<file path="config.mk">
export PLATFORM = sky130hd
export DESIGN_NAME = oc_pwm_channel
export DESIGN_NICKNAME = d
export VERILOG_FILES = /design/src/rtl/oc_pkg.sv /design/src/rtl/oc_cmp_store.sv /design/src/rtl/oc_comparator.sv /design/src/rtl/oc_ref_gen.sv /design/src/rtl/oc_flag.sv /design/src/rtl/oc_pwm_channel.sv
export SDC_FILE = /design/constraint.sdc
export NUM_CORES = 1
export LEC_CHECK = 0
export ABC_AREA = 1
export BUFFER_PORTS_ARGS = -buffer_cell sky130_fd_sc_hd__buf_2
export CORE_AREA = 2 2 50 98
export DETAILED_ROUTE_END_ITERATION = 8
export DIE_AREA = 0 0 52 100
export GPL_TIMING_DRIVEN = 0
export MAX_ROUTING_LAYER = met4
export PLACE_DENSITY = 0.93
export SYNTH_ARGS = -nofsm -noshare
export SYNTH_HDL_FRONTEND = slang
export SYNTH_SLANG_ARGS = --single-unit
</file>
<file path="constraint.sdc">
create_clock -name clk -period 3.7 [get_ports clk]
set_input_delay 0.555 -clock clk [delete_from_list [all_inputs] [get_ports clk]]
set_output_delay 0.555 -clock clk [all_outputs]
set_load 0.05 [all_outputs]
</file>
<file path="src/rtl/oc_pkg.sv">
// Shared types for the compare channel: the reference mode encoding.
package oc_pkg;
    typedef enum logic [2:0] {
        OC_HOLD     = 3'b000,
        OC_SET      = 3'b001,
        OC_CLEAR    = 3'b010,
        OC_TOGGLE   = 3'b011,
        OC_FORCE_LO = 3'b100,
        OC_FORCE_HI = 3'b101,
        OC_PWM_A    = 3'b110,
        OC_PWM_B    = 3'b111
    } oc_mode_e;
endpackage

</file>
<file path="src/rtl/oc_cmp_store.sv">
// Compare value storage: a write register plus the active register that the
// comparator uses. Assumes upd is a single-cycle pulse from the time base.
module oc_cmp_store #(
    parameter int W = 16
) (
    input  logic         clk,
    input  logic         rst_n,
    input  logic         wr,
    input  logic [W-1:0] wdata,
    input  logic         preload_en,
    input  logic         upd,
    output logic [W-1:0] active
);
    logic [W-1:0] parked_q;

    // Capture every software write into the parked register.
    always_ff @(posedge clk) begin
        if (!rst_n)  parked_q <= '0;
        else if (wr) parked_q <= wdata;
    end

    // Move the value into the active register: directly, or on update when preloading.
    always_ff @(posedge clk) begin
        if (!rst_n)                  active <= '0;
        else if (!preload_en && wr)  active <= wdata;
        else if (preload_en && upd)  active <= parked_q;
    end
endmodule

</file>
<file path="src/rtl/oc_comparator.sv">
// Single comparator shared by all modes: equality, less-than and an
// above-period test. Purely combinational.
module oc_comparator #(
    parameter int W = 16
) (
    input  logic [W-1:0] cnt,
    input  logic [W-1:0] cmp,
    input  logic [W-1:0] period,
    output logic         eq,
    output logic         lt,
    output logic         above
);
    // Compare count and compare value, and compare value against the period.
    always_comb begin
        eq    = (cnt == cmp);
        lt    = (cnt < cmp);
        above = (cmp > period);
    end
endmodule

</file>
<file path="src/rtl/oc_ref_gen.sv">
// Reference waveform generator. Registers the next reference level from the
// mode and the comparator results. Assumes eq/lt come from the active compare.
module oc_ref_gen
    import oc_pkg::*;
(
    input  logic       clk,
    input  logic       rst_n,
    input  oc_mode_e   mode,
    input  logic       tick,
    input  logic       eq,
    input  logic       lt,
    output logic       ref_q
);
    logic hit;
    logic ref_d;

    // Qualified match: only on a live counter cycle.
    always_comb hit = tick && eq;

    // Choose the next reference level for each mode.
    always_comb begin
        ref_d = ref_q;
        unique case (mode)
            OC_HOLD:     ref_d = ref_q;
            OC_SET:      if (hit) ref_d = 1'b1;
            OC_CLEAR:    if (hit) ref_d = 1'b0;
            OC_TOGGLE:   if (hit) ref_d = ~ref_q;
            OC_FORCE_LO: ref_d = 1'b0;
            OC_FORCE_HI: ref_d = 1'b1;
            OC_PWM_A:    ref_d = lt;
            OC_PWM_B:    ref_d = ~lt;
            default:     ref_d = ref_q;
        endcase
    end

    // Hold the reference level.
    always_ff @(posedge clk) begin
        if (!rst_n) ref_q <= 1'b0;
        else        ref_q <= ref_d;
    end
endmodule

</file>
<file path="src/rtl/oc_flag.sv">
// Sticky compare-match flag. Sets on a ticked match, on overflow when the
// compare lies above the period, or on a software strobe; set beats clear.
module oc_flag (
    input  logic clk,
    input  logic rst_n,
    input  logic tick,
    input  logic eq,
    input  logic above,
    input  logic ovf,
    input  logic sw_strobe,
    input  logic clr,
    output logic flag
);
    logic set_ev;

    // Collect every source that raises the flag.
    always_comb set_ev = (tick && eq) || (ovf && above) || sw_strobe;

    // Update the flag, with set taking priority over clear.
    always_ff @(posedge clk) begin
        if (!rst_n)      flag <= 1'b0;
        else if (set_ev) flag <= 1'b1;
        else if (clr)    flag <= 1'b0;
    end
endmodule

</file>
<file path="src/rtl/oc_pwm_channel.sv">
// Top of the compare channel. Connects the compare storage, the comparator,
// the reference generator and the flag, then applies polarity and enable.
// Assumes cnt, cnt_tick, ovf, upd and period come from one time base.
module oc_pwm_channel
    import oc_pkg::*;
#(
    parameter int W = 16
) (
    input  logic         clk,
    input  logic         rst_n,
    input  logic [W-1:0] cnt,
    input  logic         cnt_tick,
    input  logic         ovf,
    input  logic         upd,
    input  logic [W-1:0] period,
    input  logic         cmp_wr,
    input  logic [W-1:0] cmp_wdata,
    input  logic         preload_en,
    input  logic [2:0]   mode,
    input  logic         polarity,
    input  logic         out_en,
    input  logic         sw_strobe,
    input  logic         flag_clr,
    input  logic         irq_en,
    output logic         oc_ref,
    output logic         oc_pin,
    output logic         oc_oe,
    output logic         match_flag,
    output logic         irq,
    output logic [W-1:0] cmp_active
);
    logic eq, lt, above;
    oc_mode_e mode_e;

    // Map the raw mode field onto the typed encoding.
    always_comb mode_e = oc_mode_e'(mode);

    oc_cmp_store #(.W(W)) u_store (
        .clk(clk), .rst_n(rst_n), .wr(cmp_wr), .wdata(cmp_wdata),
        .preload_en(preload_en), .upd(upd), .active(cmp_active)
    );

    oc_comparator #(.W(W)) u_cmp (
        .cnt(cnt), .cmp(cmp_active), .period(period),
        .eq(eq), .lt(lt), .above(above)
    );

    oc_ref_gen u_ref (
        .clk(clk), .rst_n(rst_n), .mode(mode_e), .tick(cnt_tick),
        .eq(eq), .lt(lt), .ref_q(oc_ref)
    );

    oc_flag u_flag (
        .clk(clk), .rst_n(rst_n), .tick(cnt_tick), .eq(eq), .above(above),
        .ovf(ovf), .sw_strobe(sw_strobe), .clr(flag_clr), .flag(match_flag)
    );

    // Pin stage: polarity, enable and interrupt gating.
    always_comb begin
        oc_oe  = out_en;
        oc_pin = out_en ? (oc_ref ^ polarity) : 1'b0;
        irq    = match_flag && irq_en;
    end
endmodule

</file>
=== Word level (Yosys, flattened, before mapping) ===
Index checks and enable logic that the tools add are counted.

* Logic and storage cells: 42
* Bits in registers: 34
* Output and inout bits: 21

* Reduce and logical (&&, ||, !) cells: 12
* Bitwise logic cells: 4
* Multiplexer cells: 9
* Equality and inequality tests: 11
* $lt $le $gt $ge: 2

{| class="wikitable"
|+ Operators with widths
! kind !! number
|-
| $mux W16 || 2
|-
| $eq A16 B16 Y1 || 1
|-
| $gt A16 B16 Y1 || 1
|-
| $lt A16 B16 Y1 || 1
|-
| $eq A3 B3 Y1 const B || 4
|-
| $pmux W1 S7 || 1
|-
| $eq A3 B2 Y1 const B || 2
|-
| $mux W1 || 6
|-
| $ne A2 B1 Y1 const B || 3
|-
| $logic_and A1 B1 Y1 || 5
|-
| $reduce_and A4 Y1 || 1
|-
| $reduce_bool A2 Y1 || 2
|-
| $eq A3 B1 Y1 const B || 1
|-
| $logic_not A3 Y1 || 1
|-
| $not A1 Y1 || 3
|-
| $logic_or A1 B1 Y1 || 2
|-
| $logic_not A1 Y1 || 1
|-
| $xor A1 B1 Y1 || 1
|}

=== Logic depth before layout (Yosys ltp) ===
Gate-level depths: netlist of run 1.

* Depth after elaboration: 5
* Mapped depth: 12

=== Cells and area by module ===
From an unflattened synthesis of run 1, not the netlist that was laid out.

* Cell total of the unflattened synthesis: 360
* Area total of the unflattened synthesis: 2428.6 sq um

{| class="wikitable"
|+ Modules (own cells, without submodules)
! module !! sequential area each (sq um) !! cells an instance !! area an instance (sq um) !! times used
|-
| oc_cmp_store || 640.6 || 189 || 1397.6 || 1
|-
| oc_comparator || 0.0 || 136 || 845.8 || 1
|-
| oc_ref_gen || 20.0 || 17 || 95.1 || 1
|-
| oc_flag || 20.0 || 11 || 60.1 || 1
|-
| oc_pwm_channel || 0.0 || 7 || 30.0 || 1
|}

=== Worst setup path before layout of run 1 ===
OpenSTA, ideal clock, no wires.

* Kind: register to output
* Start: register u_ref.ref_q
* End: output oc_pin
* Required time: 3145 ps
* Arrival: 1431 ps
* Stages on the path, launching flop included: 3
* Setup slack: 1714 ps
* Path through: dfxtp_1 -> nor2_1 -> nor2_1

* Longest elaborated chain between the ends: 2

{| class="wikitable"
|+ RTL lines
! item !! RTL line !! source
|-
| start, declared || oc_ref_gen.sv:12 || <nowiki>output logic ref_q</nowiki>
|-
| start signal, assigned || oc_ref_gen.sv:39 || <nowiki>else ref_q <= ref_d;</nowiki>
|-
| $xor A1 B1 Y1 || oc_pwm_channel.sv:61 || <nowiki>oc_pin = out_en ? (oc_ref ^ polarity) : 1'b0;</nowiki>
|-
| $mux W1 || oc_pwm_channel.sv:61 ||
|-
| end, declared || oc_pwm_channel.sv:26 || <nowiki>output logic oc_pin,</nowiki>
|}

Every way passes these cells.

=== Worst setup path after layout of run 1 ===
* Start: register u_store.active[15]
* End: register u_ref.ref_q

* Longest elaborated chain between the ends: 4
* Elaborated cells on any way between the ends: 9

{| class="wikitable"
|+ RTL lines
! item !! RTL line !! source
|-
| start, declared || oc_cmp_store.sv:12 || <nowiki>output logic [W-1:0] active</nowiki>
|-
| start signal, assigned || oc_cmp_store.sv:25 || <nowiki>else if (!preload_en && wr) active <= wdata;</nowiki>
|-
| start signal, assigned || oc_cmp_store.sv:26 || <nowiki>else if (preload_en && upd) active <= parked_q;</nowiki>
|-
| branches (longest 4 deep; another with $lt A16 B16 Y1) || n/a ||
|}

Several ways; the timed one is not identified.
A chain may end at the register's enable or synchronous reset.

==> results of run 1 <==
stage by stage:
| step | total power, µW | setup slack, ns |
|---|---|---|
| after floorplan | 634 | 1.71 |
| after global placement | 718 | 1.70 |
| after detailed placement | 729 | 1.67 |
| after CTS | 1050 | 1.88 |
| after global routing | 1110 | 1.70 |
| final | 1050 | 1.89 |
registers in the layout (all words and copies together), names as in the netlist:
register / flops
u_store.active: 16
u_store.parked_q: 16
u_flag.flag: 1
u_ref.ref_q: 1
power by group:
group	switching [µW]	leakage, µW	internal [µW]
combinational	193	0.00123	110
clock	126	0.0000524	201
sequential	22.9	0.000282	395
total	342	0.00157	706
cell families (layout without fill, tap and decap cells):
kind of cell    count (synthesis)  after routing  share of synthesized area (%)
buf+inv                        64            155                           11.4
compound gates                 74             74                           18.1
fa+ha+maj                      32             32                           17.5
simple gates                  127            127                           23.2
flops                          34             34                           29.8
cell usage in the layout, fill, tap and decap left out, drive strengths merged:
| cell type | count |
|---|---|
| inv | 54 |
| a31oi | 12 |
| clkbuf | 12 |
| a21boi | 1 |
| nand4 | 2 |
| a21oi | 16 |
| o21a | 1 |
| nand3 | 7 |
| nor3 | 3 |
| or2 | 1 |
| a221oi | 3 |
| nor2 | 41 |
| o21ai | 36 |
| dfxtp | 34 |
| buf | 88 |
| a211oi | 1 |
| ha | 32 |
| nand2 | 73 |
| o31ai | 1 |
| bufinv | 1 |
| o21bai | 3 |
per-layer routing:
metal | wire, µm | part of all wire [%] | up-vias | track usage [%]
met3 | 359 | 6.8 | 10 | 3.87
met2 | 2600 | 49 | 92 | 36.9
met4 | 103 | 1.9 | 0 | 8.70
li1 | - | - | 1257 | -
met5 | 0 | 0 | - | -
met1 | 2240 | 42 | 1022 | 24.2
how the worst max path moves through the flow:
| stage | start | to | slack [ns] | cells after the start |
|---|---|---|---|---|
| 3_5_place_dp | cnt[15] | u_ref.ref_q | 1.67 | 11 |
| 5_1_grt | u_store.active[15] | u_ref.ref_q | 1.70 | 11 |
| 3_3_place_gp | cnt[15] | u_ref.ref_q | 1.70 | 11 |
| 2_1_floorplan | u_ref.ref_q | oc_pin | 1.71 | 2 |
| 6_report | u_store.active[15] | u_ref.ref_q | 1.89 | 11 |
| 4_1_cts | u_store.active[15] | u_ref.ref_q | 1.88 | 11 |
synthesized netlist by cell type:
library cell,count
nor3_1,3
a221oi_1,3
nor2_1,40
or2_2,1
ha_1,32
a21boi_0,1
a21oi_1,16
clkbuf_1,5
nand3_1,7
inv_1,51
nand4_1,2
buf_2,3
o31ai_1,1
o21ai_0,29
buf_4,1
inv_2,2
nand2_1,72
o21a_1,1
inv_4,1
nand2_8,1
o21ai_1,7
buf_8,1
dfxtp_1,34
a31oi_1,12
nor2_8,1
o21bai_1,3
a211oi_1,1
area by class of cell:
class,count,area [µm²]
plain buffers,10,56.3
clock buffers,7,76.3
clock inverters,1,30.0
fillers,412,1630
inverters,54,205
multi-input cells,233,1340
flip-flops and latches,34,681
well taps,55,68.8
repair buffers,83,415
critical path, delay by kind of cell, from the launching register on:
family	cells	cell delay, ns
flops	1	0.39
compound gates	1	0.13
buf+inv	2	0.09
fa+ha+maj	1	0.30
simple gates	7	0.79
==> impl_results.md, run 1 <==
* Status: completed
* Antenna-violating nets left at 0
* Largest area contributor in the netlist: dfxtp_1
* H-tree levels at 2
* Ant diodes at 0
* CTS clk-pin slew, worst paths at 0.07 ns
* RSZ-0062 raised after global routing: false
* Nets at 516
* WS Path Type: register to register
* DRT Pass-1 Iters at 4
* CTS resizes at 0
* Num ports at 84
* Placed instance area at 2770 µm²
* Final instance area at 2880 µm²
* Cell mode on critical path: nand2_1
* Max FO, Critical Path at 4
* GP Congestion at 0.846
* Seq/Total Area, Yosys at 29.8%
* Slew Limit Fails at 0
* Routed vias at 2381
* Yosys warns at 0
* Core Area at 4510 µm²
* Initial Utilization at 50.7%
* Worst R2R End: u_ref.ref_q
* Post-DP HPWL at 4.44 mm
* Crit-path cells: inv_1, ha_1, nand2_1, nor2_1, nand2_1, nor2_1, nand3_1, a21oi_1, nand3_1, nand2_1, inv_1
* Seq cells post-synth at 34
* Cell depth of the worst flop-to-flop path at 11
* Share of cells above drive strength 1 at 23.7%
* Power Dens Cells at 365 nW/µm²
* Hold buffer count at CTS at 0
* Crit path launch type: register
* Fmax achieved at 552 MHz
* Synth-to-Final Area Change at 25.8%
* CTS Buffer Depth at 2
* FF-to-FF Start: u_store.active[15]
* Placed insts at 469
* Setup Skew at 0.00279 ns
* Yosys top cell area share at 29.8%
* Worst hold start: u_store.parked_q[15]
* Synth Area per Inst at 6.91 µm²
* Setup_tns at 0 ns
* Routed WL at 5.31 mm
* TritonCTS Buffers at 5
* CP required at 3.89 ns
* # Post-CTS Setup Buffers at 0
* LEAKAGE at 0.00157 µW
* Mapped Area at 2290 µm²
* Largest net degree at the start of global routing at 11
* Row Count at 35
* CTS tree: yes
* Hold Fails Final Rpt at 0
* Hold Crit Class: register to register
* DRC at 0
* Worst Hold Slack at 0.473 ns
* Critical Path AT at 2.00 ns
* Mapped Cells at 331
* Die ar. at 5200 µm²
* Final core occ at 63.8%
* Final Instance Count excl. Fillers at 477
* Iteration-0 DRC Markers at 46
* First-pass GRT wire length at 8.50 mm
* Die width at 52 µm
* Vias per cell at 4.99
* Worst hold path cell count at 2
* Root Buffer: clkbuf_8
* # port buffers at 83
* Initial antenna violation count at 0
* Min cycle time layout at 1.81 ns
* Num Clock Sinks at 34
* Post-Syn Nets at 426
* Worst reg-to-reg setup slack at 1.89 ns
* Vias in the first global route at 2093
* CP peak stage delay at 0.39 ns
* Hold EP: u_store.parked_q[15]
* Slowest library cell on the worst path: dfxtp_1
* Fin crit share at 48.9%
* Synth top area cells: dfxtp_1, ha_1, nand2_1
* MaxCap Viol Count at 0
* Max_slew headroom at 71.6%
* VDD IR max at 0.375 mV
* GRT Resource Usage Total at 21.6%
* Worst setup EP type: register
* Gr ovfl total at 0
* DR WL/cell at 11.1 µm
* Final setup viols at 0
* Die Ht at 100 µm
* Distinct cells, synth at 27
* Worst-Skew Late Latency at 0.28 ns
* Measured slew at the worst slew-check pin at 0.426 ns
Power figures use the tool's default switching activity.
==> inputs of run 2 (changes only) <==
--- a/config.mk
+++ b/config.mk
@@ -7,12 +7,12 @@
 export LEC_CHECK = 0
 export ABC_AREA = 1
 export BUFFER_PORTS_ARGS = -buffer_cell sky130_fd_sc_hd__buf_2
-export CORE_AREA = 2 2 50 98
+export CORE_AREA = 2 2 54 106
 export DETAILED_ROUTE_END_ITERATION = 8
-export DIE_AREA = 0 0 52 100
+export DIE_AREA = 0 0 56 108
 export GPL_TIMING_DRIVEN = 0
 export MAX_ROUTING_LAYER = met4
-export PLACE_DENSITY = 0.93
+export PLACE_DENSITY = 0.86
 export SYNTH_ARGS = -nofsm -noshare
 export SYNTH_HDL_FRONTEND = slang
 export SYNTH_SLANG_ARGS = --single-unit
==> constraint.sdc (replaced) <==
create_clock -name clk -period 1.5 [get_ports clk]
set_input_delay 0.225 -clock clk [delete_from_list [all_inputs] [get_ports clk]]
set_output_delay 0.225 -clock clk [all_outputs]
set_load 0.05 [all_outputs]
==> run 2 against run 1 <==
Clock power up 99%. Hold slack worse by 0.29 ns. The flow now finishes with violations (setup timing). Wire length up 35%. First-iteration DRC count up 83%. Sequential cell count unchanged. Register-to-register slack worse by 2.0 ns. Sequential share of layout area down 1.7 points. Setup slack worse by 2.0 ns. Sequential power up 150%. Utilization down 0.31 points.
==> impl_results.md, run 2 (synthesized netlist as in run 1, its figures left out) <==
* Setup Skew at 0.0120 ns (+0.00923 ns)
* GRT Resource Usage Total at 23.5% (+1.9 points)
* LEAKAGE at 0.00165 µW (+5.4%)
* Row Count at 37 (+5.7%)
* CTS clk-pin slew, worst paths at 0.07 ns (about the same)
* Worst Hold Slack at 0.182 ns (-0.292 ns)
* VDD IR max at 0.782 mV (+110%)
* Net Sw Frac at 37.0% (+4.3 points)
* Slew Limit Fails at 0 (unchanged)
* Routed WL at 7.17 mm (+35%)
* P_sw at 987 µW (+190%)
* Critical Path AT at 1.78 ns (-0.22 ns)
* Top flop regs: u_store.active: 16 flops, u_store.parked_q: 16 flops
* DR WL met3 at 293 µm (-18%)
* Hold Crit Class: input pin to register
* Cell depth of the worst flop-to-flop path at 11 (unchanged)
* Most common cell after layout, fill and taps aside: buf_2
* M1 wire length at 2.43 mm (+8.5%)
* Num ports at 84 (unchanged)
* Measured slew at the worst slew-check pin at 0.474 ns (+0.0479 ns)
* Antenna-violating nets left at 0 (unchanged)
* Hold Fails Final Rpt at 0 (unchanged)
* Status: finished, violations left
* Die width at 56 µm (+7.7%)
* Die Ht at 108 µm (+8.0%)
* Fin crit share at 105% (+56 points)
* Violated checks: setup timing
* DRT Pass-1 Iters at 4 (unchanged)
* First-pass GRT wire length at 10.9 mm (+28%)
* Setup_tns at -0.0926 ns (-0.0926 ns)
* MaxCap Viol Count at 0 (unchanged)
* CTS Buffer Depth at 2 (unchanged)
* TritonCTS Buffers at 5 (unchanged)
* CTS tree: yes
* Num Clock Sinks at 34 (unchanged)
* Top layer in use: met4
* Gr ovfl total at 0 (unchanged)
* Worst hold start: cmp_wdata[10]
* Iteration-0 DRC Markers at 84 (+83%)
* DRC at 0 (unchanged)
* Final Instance Count excl. Fillers at 492 (+3.1%)
* Routed wl met2 at 4.06 mm (+56%)
* Root Buffer: clkbuf_8
* Logic pwr share at 37.1% (+8.2 points)
* Post-DP HPWL at 5.08 mm (+14%)
* Int Pwr at 1680 µW (+140%)
* Core Area at 5180 µm² (+15%)
* # port buffers at 83 (unchanged)
* Vias in the first global route at 2627 (+26%)
* Power Dens Cells at 811 nW/µm² (+120%)
* GP Congestion at 0.863 (+2.0%)
* Worst R2R End: u_ref.ref_q
* Die ar. at 6050 µm² (+16%)
* Max FO, Critical Path at 3 (-1)
* Share of cells above drive strength 1 at 38.9% (+15 points)
* Final core occ at 63.5% (-0.31 points)
* DR WL/cell at 14.6 µm (+31%)
* Most frequent cells in the layout: buf_2, nand2_1, inv_1
* Worst reg-to-reg setup slack at -0.08 ns (-1.97 ns)
* Initial antenna violation count at 0 (unchanged)
* Clock power share at 24.3% (-6.9 points)
* Ant diodes at 0 (unchanged)
* Nets at 528 (+2.3%)
* Largest net degree at the start of global routing at 11 (unchanged)
* Final setup viols at 2 (+2)
* Routed vias at 2545 (+6.9%)
* WS Path Type: register to register
* Fmax achieved at 634 MHz (+15%)
* Min cycle time layout at 1.58 ns (-0.232 ns)
* RSZ-0062 raised after global routing: true
* H-tree levels at 2 (unchanged)
* Vias per cell at 5.17 (+3.6%)
* Initial Utilization at 44.1% (-6.6 points)
* Crit path launch type: register
* Worst Setup SP: u_store.active[11]
* Max_slew headroom at 68.4% (-3.2 points)
* Sequential share of power at 38.6% (-1.3 points)
* Place WS at -0.267 ns (-1.94 ns)
* CP required at 1.70 ns (-2.19 ns)
* Placed insts at 472 (+0.64%)
* FF-to-FF Start: u_store.active[11]
* Worst setup EP type: register
* Worst-Skew Late Latency at 0.30 ns (+0.02 ns)
* Final worst setup slack at -0.0779 ns (-1.97 ns)
* Synth-to-Final Area Change at 44.0%
* Critical path endpoint: u_ref.ref_q
-- run 2: power by group through the flow --
stage	registers [µW]	logic [µW]	clock network, µW
finish	1030	990	650
CTS	1020	904	654
global route	1040	1090	693
detailed placement	1050	765	0
floorplan	1180	389	0
global placement	1050	732	0
-- run 2: how the worst min path moves through the flow --
stage / end / slack [ns] / cells past startpoint
CTS: u_store.parked_q[10] / 0.18 / 3
detailed placement: u_store.parked_q[15] / 0.45 / 2
finish: u_store.parked_q[10] / 0.18 / 3
global placement: u_store.parked_q[15] / 0.44 / 2
global route: u_store.parked_q[10] / 0.19 / 3
floorplan: u_store.parked_q[7] / 0.36 / 2
-- run 2: stage by stage --
stage	total power [µW]	area (µm²)
2_1_floorplan	1570	2330
3_3_place_gp	1780	2820
3_5_place_dp	1820	2820
4_1_cts	2580	3180
5_1_grt	2820	3290
6_report	2670	3290
-- run 2: area by class of cell --
type                    count  area, µm²
repair buffers             95        524
multi-input cells         233       1630
plain buffers              10       56.3
flip-flops and latches     34        723
clock buffers               6       72.6
clock inverters             2       8.76
fillers                   426       1890
inverters                  54        205
well taps                  58       72.6
-- run 2: per-layer routing --
| layer | GRT usage [%] | vias to the layer above |
|---|---|---|
| met1 | 20.4 | 1143 |
| met5 | - | - |
| li1 | - | 1282 |
| met4 | 14.3 | 0 |
| met3 | 3.47 | 33 |
| met2 | 45.7 | 87 |
-- run 2: worst max-delay path, cell delays in order, from the launching register on --
cell and delay, ns:
dfxtp_4 0.36, inv_2 0.04, ha_4 0.28, nand2_4 0.06, nor2_4 0.13, nand2_2 0.09
nor2_4 0.11, nand3_2 0.09, a21oi_2 0.14, nand3_1 0.09, nand2_1 0.06, inv_1 0.03
-- run 2: what timing repair did --
action,4_1_cts,5_1_grt
pin swaps,16,10
resized for setup,35,18
endpoints found under the setup margin,2,2
hold buffers,0,0
setup buffers,12,0
